**src/rtl/pct_pkg.sv**
```systemverilog
package pct_pkg;

  typedef enum logic [1:0] {
    MK_TERM   = 2'd0,
    MK_RATE   = 2'd1,
    MK_SQUARE = 2'd2
  } mode_kind_e;

  // Only the two low code bits select the behaviour.
  function automatic mode_kind_e decode_mode(input logic [1:0] low2);
    case (low2)
      2'b10:   decode_mode = MK_RATE;
      2'b11:   decode_mode = MK_SQUARE;
      default: decode_mode = MK_TERM;
    endcase
  endfunction

endpackage

```
**src/rtl/pct_mode_reg.sv**
```systemverilog
module pct_mode_reg
  import pct_pkg::*;
#(
  parameter int MW       = 3,
  parameter int RST_MODE = 3
) (
  input  logic          clk,
  input  logic          rst_n,
  input  logic          mode_stb,
  input  logic [MW-1:0] mode_val,
  output mode_kind_e    kind_q,
  output mode_kind_e    kind_nxt
);

  logic [MW-1:0] mode_q;
  logic [MW-1:0] mode_nxt;

  always_comb begin
    mode_nxt = mode_stb ? mode_val : mode_q;
    kind_nxt = decode_mode(mode_nxt[1:0]);
    kind_q   = decode_mode(mode_q[1:0]);
  end

  always_ff @(posedge clk or negedge rst_n) begin
    if (!rst_n) mode_q <= MW'(RST_MODE);
    else        mode_q <= mode_nxt;
  end


  mode_capture_chk: assert property (@(posedge clk) disable iff (!rst_n)
    mode_stb |=> (mode_q == $past(mode_val)));

endmodule

```
**src/rtl/pct_gate_edge.sv**
```systemverilog
module pct_gate_edge #(
  parameter bit GATE_RST = 1'b1
) (
  input  logic clk,
  input  logic rst_n,
  input  logic gate_in,
  output logic gate_rise
);

  logic gate_q;

  always_ff @(posedge clk or negedge rst_n) begin
    if (!rst_n) gate_q <= GATE_RST;
    else        gate_q <= gate_in;
  end

  assign gate_rise = gate_in & ~gate_q;


  rise_once_chk: assert property (@(posedge clk) disable iff (!rst_n)
    gate_rise |=> !gate_rise);

endmodule

```
**src/rtl/pct_down_counter.sv**
```systemverilog
module pct_down_counter
  import pct_pkg::*;
#(
  parameter int CW = 16
) (
  input  logic          clk,
  input  logic          rst_n,
  input  logic          tick_en,
  input  logic          gate_in,
  input  logic          gate_rise,
  input  logic          load_stb,
  input  logic [CW-1:0] reload_val,
  input  logic          mode_stb,
  input  mode_kind_e    kind_q,
  output logic [CW-1:0] cnt_q,
  output logic [CW-1:0] cnt_nxt,
  output logic [CW-1:0] reload_q,
  output logic [CW-1:0] reload_nxt,
  output logic          armed_nxt,
  output logic          term_nxt
);

  localparam logic [CW-1:0] ONE = CW'(1);

  logic armed_q;
  logic term_q;
  logic auto_rld;
  logic restart;
  logic step;

  // One tick of the down-counter; at 1 the periodic modes reload.
  function automatic logic [CW-1:0] next_count(input logic [CW-1:0] cur,
                                               input logic [CW-1:0] rld,
                                               input logic          periodic);
    if (periodic && cur == ONE) next_count = rld;
    else                        next_count = cur - ONE;
  endfunction

  always_comb begin
    restart = armed_q && !load_stb && !mode_stb && (kind_q != MK_TERM) && gate_rise;
    step    = armed_q && !load_stb && !mode_stb && !restart && tick_en && gate_in;
    auto_rld = step && (kind_q != MK_TERM) && (cnt_q == ONE);

    cnt_nxt    = cnt_q;
    reload_nxt = reload_q;
    armed_nxt  = armed_q;
    term_nxt   = term_q;

    if (load_stb) begin
      reload_nxt = reload_val;
      cnt_nxt    = reload_val;
      armed_nxt  = 1'b1;
      term_nxt   = 1'b0;
    end else if (mode_stb) begin
      armed_nxt = 1'b0;
      term_nxt  = 1'b0;
    end else if (restart) begin
      cnt_nxt = reload_q;
    end else if (step) begin
      cnt_nxt = next_count(cnt_q, reload_q, kind_q != MK_TERM);
      if (kind_q == MK_TERM && cnt_q == ONE) term_nxt = 1'b1;
    end
  end

  always_ff @(posedge clk or negedge rst_n) begin
    if (!rst_n) begin
      cnt_q    <= '0;
      reload_q <= '0;
      armed_q  <= 1'b1;
      term_q   <= 1'b0;
    end else begin
      cnt_q    <= cnt_nxt;
      reload_q <= reload_nxt;
      armed_q  <= armed_nxt;
      term_q   <= term_nxt;
    end
  end


  load_chk: assert property (@(posedge clk) disable iff (!rst_n)
    load_stb |=> (cnt_q == $past(reload_val)));


  hold_chk: assert property (@(posedge clk) disable iff (!rst_n)
    (!tick_en && !load_stb && !gate_rise) |=> $stable(cnt_q));


  auto_reload_chk: assert property (@(posedge clk) disable iff (!rst_n)
    auto_rld |=> (cnt_q == reload_q));


  disarm_hold_chk: assert property (@(posedge clk) disable iff (!rst_n)
    (mode_stb && !load_stb) |=> $stable(cnt_q));

endmodule

```
**src/rtl/pct_out_gen.sv**
```systemverilog
module pct_out_gen
  import pct_pkg::*;
#(
  parameter int CW = 16
) (
  input  logic          clk,
  input  logic          rst_n,
  input  mode_kind_e    kind_nxt,
  input  logic          gate_in,
  input  logic          armed_nxt,
  input  logic          term_nxt,
  input  logic [CW-1:0] cnt_nxt,
  input  logic [CW-1:0] reload_nxt,
  output logic          out_q
);

  localparam logic [CW:0] FULL = {1'b1, {CW{1'b0}}};

  logic level_nxt;

  // Zero stands for the full range.
  function automatic logic [CW:0] span(input logic [CW-1:0] v);
    span = (v == '0) ? FULL : {1'b0, v};
  endfunction

  // High while fewer than (N+1)>>1 ticks of the period have elapsed.
  function automatic logic square_high(input logic [CW-1:0] rld,
                                       input logic [CW-1:0] cur);
    logic [CW:0] n;
    logic [CW:0] elapsed;
    logic [CW:0] half;
    n       = span(rld);
    elapsed = n - span(cur);
    half    = (n + 1'b1) >> 1;
    square_high = (elapsed < half);
  endfunction

  always_comb begin
    if (kind_nxt == MK_TERM)        level_nxt = term_nxt;
    else if (!gate_in || !armed_nxt) level_nxt = 1'b1;
    else if (kind_nxt == MK_RATE)   level_nxt = (cnt_nxt != CW'(1));
    else                            level_nxt = square_high(reload_nxt, cnt_nxt);
  end

  always_ff @(posedge clk or negedge rst_n) begin
    if (!rst_n) out_q <= 1'b1;
    else        out_q <= level_nxt;
  end

endmodule

```
**src/rtl/pct_channel.sv**
```systemverilog
module pct_channel
  import pct_pkg::*;
#(
  parameter int CW       = 16,
  parameter int MW       = 3,
  parameter int RST_MODE = 3,
  parameter bit GATE_RST = 1'b1,
  parameter bit IRQ_EN   = 1'b1
) (
  input  logic          clk,
  input  logic          rst_n,
  input  logic          tick_en,
  input  logic          gate_in,
  input  logic [CW-1:0] reload_val,
  input  logic          load_stb,
  input  logic [MW-1:0] mode_val,
  input  logic          mode_stb,
  output logic [CW-1:0] count_rd,
  output logic          out_lvl,
  output logic          irq_req
);

  mode_kind_e    kind_q;
  mode_kind_e    kind_nxt;
  logic          gate_rise;
  logic [CW-1:0] cnt_nxt;
  logic [CW-1:0] reload_q;
  logic [CW-1:0] reload_nxt;
  logic          armed_nxt;
  logic          term_nxt;

  pct_mode_reg #(.MW(MW), .RST_MODE(RST_MODE)) u_mode (
    .clk      (clk),
    .rst_n    (rst_n),
    .mode_stb (mode_stb),
    .mode_val (mode_val),
    .kind_q   (kind_q),
    .kind_nxt (kind_nxt)
  );

  pct_gate_edge #(.GATE_RST(GATE_RST)) u_gate (
    .clk       (clk),
    .rst_n     (rst_n),
    .gate_in   (gate_in),
    .gate_rise (gate_rise)
  );

  pct_down_counter #(.CW(CW)) u_cnt (
    .clk        (clk),
    .rst_n      (rst_n),
    .tick_en    (tick_en),
    .gate_in    (gate_in),
    .gate_rise  (gate_rise),
    .load_stb   (load_stb),
    .reload_val (reload_val),
    .mode_stb   (mode_stb),
    .kind_q     (kind_q),
    .cnt_q      (count_rd),
    .cnt_nxt    (cnt_nxt),
    .reload_q   (reload_q),
    .reload_nxt (reload_nxt),
    .armed_nxt  (armed_nxt),
    .term_nxt   (term_nxt)
  );

  pct_out_gen #(.CW(CW)) u_out (
    .clk        (clk),
    .rst_n      (rst_n),
    .kind_nxt   (kind_nxt),
    .gate_in    (gate_in),
    .armed_nxt  (armed_nxt),
    .term_nxt   (term_nxt),
    .cnt_nxt    (cnt_nxt),
    .reload_nxt (reload_nxt),
    .out_q      (out_lvl)
  );

  generate
    if (IRQ_EN) begin : g_irq
      assign irq_req = out_lvl;
    end else begin : g_no_irq
      assign irq_req = 1'b0;
    end
  endgenerate


  term_low_on_load_chk: assert property (@(posedge clk) disable iff (!rst_n)
    (load_stb && kind_nxt == MK_TERM) |=> !out_lvl);


  term_sticky_chk: assert property (@(posedge clk) disable iff (!rst_n)
    (kind_q == MK_TERM && out_lvl && !load_stb && !mode_stb) |=> out_lvl);


  gate_low_high_chk: assert property (@(posedge clk) disable iff (!rst_n)
    (!gate_in && kind_nxt != MK_TERM) |=> out_lvl);


  rate_pulse_chk: assert property (@(posedge clk) disable iff (!rst_n)
    (kind_q == MK_RATE && !out_lvl && tick_en && gate_in && !load_stb &&
     !mode_stb && reload_q != CW'(1)) |=> out_lvl);

endmodule

```
**config.mk**
```make
export PLATFORM = sky130hd
export DESIGN_NAME = pct_channel
export DESIGN_NICKNAME = d
export VERILOG_FILES = /design/src/rtl/pct_pkg.sv /design/src/rtl/pct_mode_reg.sv /design/src/rtl/pct_gate_edge.sv /design/src/rtl/pct_down_counter.sv /design/src/rtl/pct_out_gen.sv /design/src/rtl/pct_channel.sv
export SDC_FILE = /design/constraint.sdc
export NUM_CORES = 1
export LEC_CHECK = 0
export ABC_AREA = 1
export BUFFER_PORTS_ARGS = -buffer_cell sky130_fd_sc_hd__buf_2
export CAP_MARGIN = 20
export CORE_MARGIN = 1.5
export CORE_UTILIZATION = 65
export DETAILED_ROUTE_END_ITERATION = 8
export PLACE_DENSITY = 0.87
export SYNTH_ARGS = -nofsm -noshare
export SYNTH_HDL_FRONTEND = slang
export SYNTH_SLANG_ARGS = --single-unit
```
**constraint.sdc**
```tcl
create_clock -name clk -period 6.75 [get_ports clk]
set_input_delay 1.0125 -clock clk [delete_from_list [all_inputs] [get_ports clk]]
set_output_delay 1.0125 -clock clk [all_outputs]
set_load 0.02 [all_outputs]
```
# Word-level counts from Yosys, hierarchy flattened
# Cells that the tools add are included.
dict set report word_totals {
  register_bits 38
  latch_bits 0
  ram_bits 0
  romBits 0
  output_inout_bits 18
  mem_count 0
}
dict set report classes {
  add_sub_neg 3
  multipliers 0
  n_div 0
  order_cmp 1
  eq_ne 7
  shifts 0
  n_mux 21
  bitwise_logic 2
  n_reduce_logical 20
}
# operator n
set ops {}
lappend ops {{two-way mux 16 bit} 6}
lappend ops {{two-way mux 17 bit} 2}
lappend ops {{logical NOT 16 bit} 2}
lappend ops {{adder 17 x 1 -> 17 bit (second input constant)} 1}
lappend ops {{< comparator 17 x 16 -> 1 bit} 1}
lappend ops {{subtractor 17 bit} 1}
lappend ops {{== test 16 x 1 -> 1 bit (second input constant)} 1}
lappend ops {{!= test 16 x 1 -> 1 bit (second input constant)} 1}
lappend ops {{subtractor 16 x 1 -> 16 bit (second input constant)} 1}
lappend ops {{two-way mux 1 bit} 10}
lappend ops {{logical AND 1 bit} 9}
lappend ops {{== test 2 bit (second input constant)} 4}
lappend ops {{case mux 2 bit (2 select lines)} 2}
lappend ops {{logical NOT 1 bit} 5}
lappend ops {{logical NOT 2 bit} 2}
lappend ops {{== test 2 x 1 -> 1 bit (second input constant)} 1}
lappend ops {{two-way mux 2 bit} 1}
lappend ops {{nonzero test 2 bit} 1}
lappend ops {{bitwise AND 1 bit} 1}
lappend ops {{logical OR 1 bit} 1}
lappend ops {{NOT 1 bit} 1}

# Logic depth before layout (Yosys ltp)
dict set report depth {
  depth_word 20
  depth_mapped 31
  depth_no_buf 31
}

# Modules after synthesis
# From an unflattened synthesis, not the netlist that was laid out.
dict set report unflattened {
  cells_unflattened 699
  area_unflattened_um2 4400.5
}
# module n_inst cells_each area_per_inst_um2 seq_area_each_um2
set by_module_without_submodules {}
lappend by_module_without_submodules {pct_down_counter 1 354 2347.3 852.1}
lappend by_module_without_submodules {pct_out_gen 1 319 1874.3 26.3}
lappend by_module_without_submodules {pct_mode_reg 1 22 135.1 52.6}
lappend by_module_without_submodules {pct_gate_edge 1 3 36.3 26.3}
lappend by_module_without_submodules {pct_channel 1 1 7.5 0.0}

# Worst setup path after synthesis
# Ideal clock, no wire load.
dict set report synth_path {
  kind {input-to-reg}
  start {input port load_stb}
  end {register u_out.out_q}
  setup_ns 0.068
  t_arrival_ns 4.888
  t_required_ns 6.682
  path_slack_ns 1.794
  cell_stages 28
  path_buffers 1
  cell_sequence {buf_6 o21ai_2 inv_2 ha_1 nand4_1 inv_1 nand4_1 inv_1 nor2_1 inv_1 fa_1 nand3b_1 nand2_1 a31oi_1 o21ai_0 a21oi_1 o21ai_0 a21oi_1 o21bai_1 xor2_1 ha_1 nand4_1 a21o_1 a31o_2 nand2_1 a211oi_1 nand3_1 a21oi_2}
}
dict set report synth_between {
  word_cells_on_any_way 32
}
# element line_no
set synth_lines {}
lappend synth_lines {{from (decl)} pct_channel.sv:15} ;# input logic load_stb,
lappend synth_lines {{two-way mux 16 bit (*)} pct_down_counter.sv:49} ;# if (load_stb) begin
lappend synth_lines {{via reload_nxt[1]} pct_channel.sv:28} ;# logic [CW-1:0] reload_nxt;
lappend synth_lines {{logical NOT 16 bit} pct_out_gen.sv:23} ;# span = (v == '0) ? FULL : {1'b0, v};
lappend synth_lines {{two-way mux 17 bit (*)} pct_out_gen.sv:23}
lappend synth_lines {{subtractor 17 bit / adder 17 x 1 -> 17 bit (equally long branches)} {pct_out_gen.sv:33, pct_out_gen.sv:34}}
lappend synth_lines {{< comparator 17 x 16 -> 1 bit (*)} pct_out_gen.sv:35} ;# square_high = (elapsed < half);
lappend synth_lines {{two-way mux 1 bit (*)} pct_out_gen.sv:41} ;# else if (kind_nxt == MK_RATE) level_nxt = (cnt_nxt != CW'(1));
lappend synth_lines {{two-way mux 1 bit (*)} pct_out_gen.sv:40} ;# else if (!gate_in || !armed_nxt) level_nxt = 1'b1;
lappend synth_lines {{two-way mux 1 bit (*)} pct_out_gen.sv:39} ;# if (kind_nxt == MK_TERM) level_nxt = term_nxt;
lappend synth_lines {{via u_out.level_nxt} pct_out_gen.sv:19} ;# logic level_nxt;
lappend synth_lines {{to (signal assigned)} pct_out_gen.sv:47} ;# else out_q <= level_nxt;
lappend synth_lines {{to (decl)} pct_out_gen.sv:14} ;# output logic out_q
# The timed path passes the listed nets; every way through them passes the cells marked *.

# Worst setup path after layout
# Same ends and word-level chain as after synthesis.

==> flow_metrics.env <==
export IMPL_slowest_delay_ns=0.45
export IMPL_synth_area_leaders="dfrtp_1, nand2_1, ha_1"
export IMPL_layoutNonFillerInstCount=738
export IMPL_fin_crit_ns=6.045
export IMPL_area_growth_pct=7.925
export IMPL_layout_drive_gt1_share=0.1679
export IMPL_ys_types=49
export IMPL_std_cell_rows=29
export IMPL_holdCritPathClass="reg -> reg"
export IMPL_synthesis_instances=622
export IMPL_worstSetupPathType="in -> reg"
export IMPL_vias=4205
export IMPL_synth_top_flop_cell="dfrtp_1"
export IMPL_avgSynthCellArea_um2=6.777
export IMPL_fin_crit_sh=0.8955
export IMPL_hold_viol=0
export IMPL_synthesis_area_um2=4215
export IMPL_clkLatencyLatePin_ns=0.31
export IMPL_dieArea_um2=6977
export IMPL_setup_tns_final_ns=0
export IMPL_arrival_ns=6.29
export IMPL_synth_edf_count=0
export IMPL_tightest_slew_ns=0.8370
export IMPL_cp_start_kind="input port"
export IMPL_setup_viol=0
export IMPL_grt_pass1_wl_um=18330
export IMPL_crit_required_ns=6.99
export IMPL_p_seq_frac=0.313
export IMPL_drtPass1Iterations=5
export IMPL_ys_seq_area_frac=0.2271
export IMPL_grt_usage=0.3229
export IMPL_synth_fp_nets=683
export IMPL_post_cts_buffers=0
export IMPL_antenna_found_initial=0
export IMPL_worst_ir_drop_vdd_mv=0.1263
export IMPL_cts_buffer_depth=2
export IMPL_finalNetCount=721
export IMPL_io_buffers=41
export IMPL_gp_congestion=0.9556
export IMPL_grt_overflow=0
export IMPL_fp_dieH_um=83.53
export IMPL_ios=43
export IMPL_outcome="completed"
export IMPL_clock_skew_ns=0.007765
export IMPL_clkPwrFrac=0.211
export IMPL_power_mw=0.8902
export IMPL_start_util=0.6677
export IMPL_maxCapViolCount=0
export IMPL_hold_slack_ns=0.4838
export IMPL_synth_top_area_frac=0.1959
export IMPL_wl_per_cell_um=14.72
export IMPL_synth_largest_area_cell="dfrtp_1"
export IMPL_grt_setup_unrepaired="false"
export IMPL_vias_per_cell=5.698
export IMPL_post_route_drc_count=0
export IMPL_end_kind="flip-flop"
export IMPL_path_max_fanout=24
export IMPL_drt_iter0_drc=337
export IMPL_dpl_hpwl_um=8669
export IMPL_clk_pin_slew_ns=0.07
export IMPL_numCtsBuffers=5
export IMPL_p_sw_frac=0.4247
export IMPL_grt_max_degree=39
export IMPL_slowest_stage="fa_1"
export IMPL_async_reset_ff_frac=1.000
export IMPL_fillers=524
export IMPL_intPower_mw=0.5122
export IMPL_p_leak_nw=2.505
export IMPL_antennaDiodeCount=0
export IMPL_post_place_cells=730
export IMPL_power_density_nw_per_um2=195.7
export IMPL_drv_slew=0
export IMPL_core_um2=6314
export IMPL_ant_nets=0
export IMPL_max_freq_ghz=0.1654
export IMPL_wirelength_um=10860
export IMPL_synth_most_common_cell="nand2_1"
export IMPL_switchingPower_mw=0.3780
export IMPL_ys_warnings_count=0
export IMPL_relSlewSlack=0.4420
export IMPL_ctsResizeCount=0
export IMPL_htree_levels=2
export IMPL_cts_tree="built"
export IMPL_die_x_um=83.53
export IMPL_ctsHoldBuffers=0
export IMPL_pwr_share_comb=0.476
export IMPL_synthTopCellsByCount="nand2_1, inv_1, a21oi_1"
export IMPL_cts_sinks=38
export IMPL_synth_seq_cells=38
export IMPL_clk_root_buffer_cell="clkbuf_8"
export IMPL_grt_pass1_vias=4018
## cell usage in the layout (no fill, tap or decap), types with 2 or more instances in the layout
cell type	n
or2_2	2
a211oi_1	3
nor2_1	40
o2111ai_1	2
nor2_4	6
nor4_1	5
nand4_1	10
dfrtp_1	33
nand3_2	4
ha_1	35
clkbuf_8	8
xor2_1	26
buf_2	41
inv_2	8
nand2_1	156
a21boi_0	2
xnor2_1	6
a21oi_2	7
nand3b_1	2
nor2_8	2
a21oi_1	62
nor3_1	2
nor2_2	8
o21ai_0	13
nand3_1	45
dfstp_2	5
o21ai_2	3
nand2_2	9
inv_1	99
## area by class of cell
type | instances | area (um2) | share of cell area
clock buffers | 8 | 110.1 | 0.02420
well taps | 77 | 96.34 | 0.02118
repair buffers | 41 | 205.2 | 0.04510
multi-input cells | 466 | 2775 | 0.6100
flip-flops and latches | 38 | 957.2 | 0.2104
inverters | 108 | 405.4 | 0.08911
## metal layers
metal | track usage | up-vias | share of wire
li1 | - | 2090 | -
met1 | 0.4146 | 1908 | 0.42
met2 | 0.5632 | 181 | 0.49
met3 | 0.03660 | 26 | 0.059
met4 | 0.1177 | 0 | 0.024
met5 | 0 | - | 0
## metrics by stage
step | utilization | setup WS (ns) | instance area (um2)
after CTS | 0.7206 | 0.7957 | 4549
after global placement | 0.7031 | 0.8008 | 4439
after floorplan | - | 1.794 | 4215
after detailed placement | 0.7031 | 0.4925 | 4439
after global routing | 0.7206 | 0.1722 | 4549
final | 0.7206 | 0.7051 | 4549
## power by group through the flow
stage	clock [mW]	sequential (mW)	combinational [mW]
floorplan	0	0.289	0.310
global placement	0	0.280	0.404
detailed placement	0	0.282	0.417
CTS	0.187	0.278	0.421
global route	0.197	0.281	0.483
finish	0.188	0.279	0.423
## worst max-delay path, delay by kind of cell
kind | cells | cell delay [ns]
AND/OR/NAND/NOR | 9 | 1.26
buffers and inverters | 5 | 0.75
XOR/XNOR | 1 | 0.19
adder cells (fa/ha/maj) | 3 | 0.94
AO/OA/AOI/OAI | 11 | 2.10
## worst paths after layout
check                                       from                 end  slack [ns]  cells after the start
worst min register to register  u_mode.mode_q[0]    u_mode.mode_q[0]        0.48                      2
worst max-delay path                    load_stb         u_out.out_q        0.71                     29
worst min-delay path            u_mode.mode_q[0]    u_mode.mode_q[0]        0.48                      2
max in group asynchronous                  rst_n  u_cnt.reload_q[11]        5.42                      1
worst max register to register  u_mode.mode_q[1]         u_out.out_q        1.22                     28
min in group asynchronous                  rst_n   u_cnt.reload_q[0]        0.80                      1
## flip-flops by register name, summed over array words and instances (netlist names)
| signal | flops |
|---|---|
| u_cnt.cnt_q | 16 |
| u_cnt.reload_q | 16 |
| u_mode.mode_q | 2 |
| u_cnt.armed_q | 1 |
| u_cnt.term_q | 1 |
| u_gate.gate_q | 1 |
| u_out.out_q | 1 |
## cells by family after synthesis
family          count (synthesis)  share of synthesized area
buf+inv                       118                     0.1146
xor+xnor                       32                    0.06649
simple gates                  297                     0.3431
flops                          38                     0.2271
fa+ha+maj                      36                     0.1086
compound gates                101                     0.1401
No activity file was read; power rests on OpenSTA's default activity.
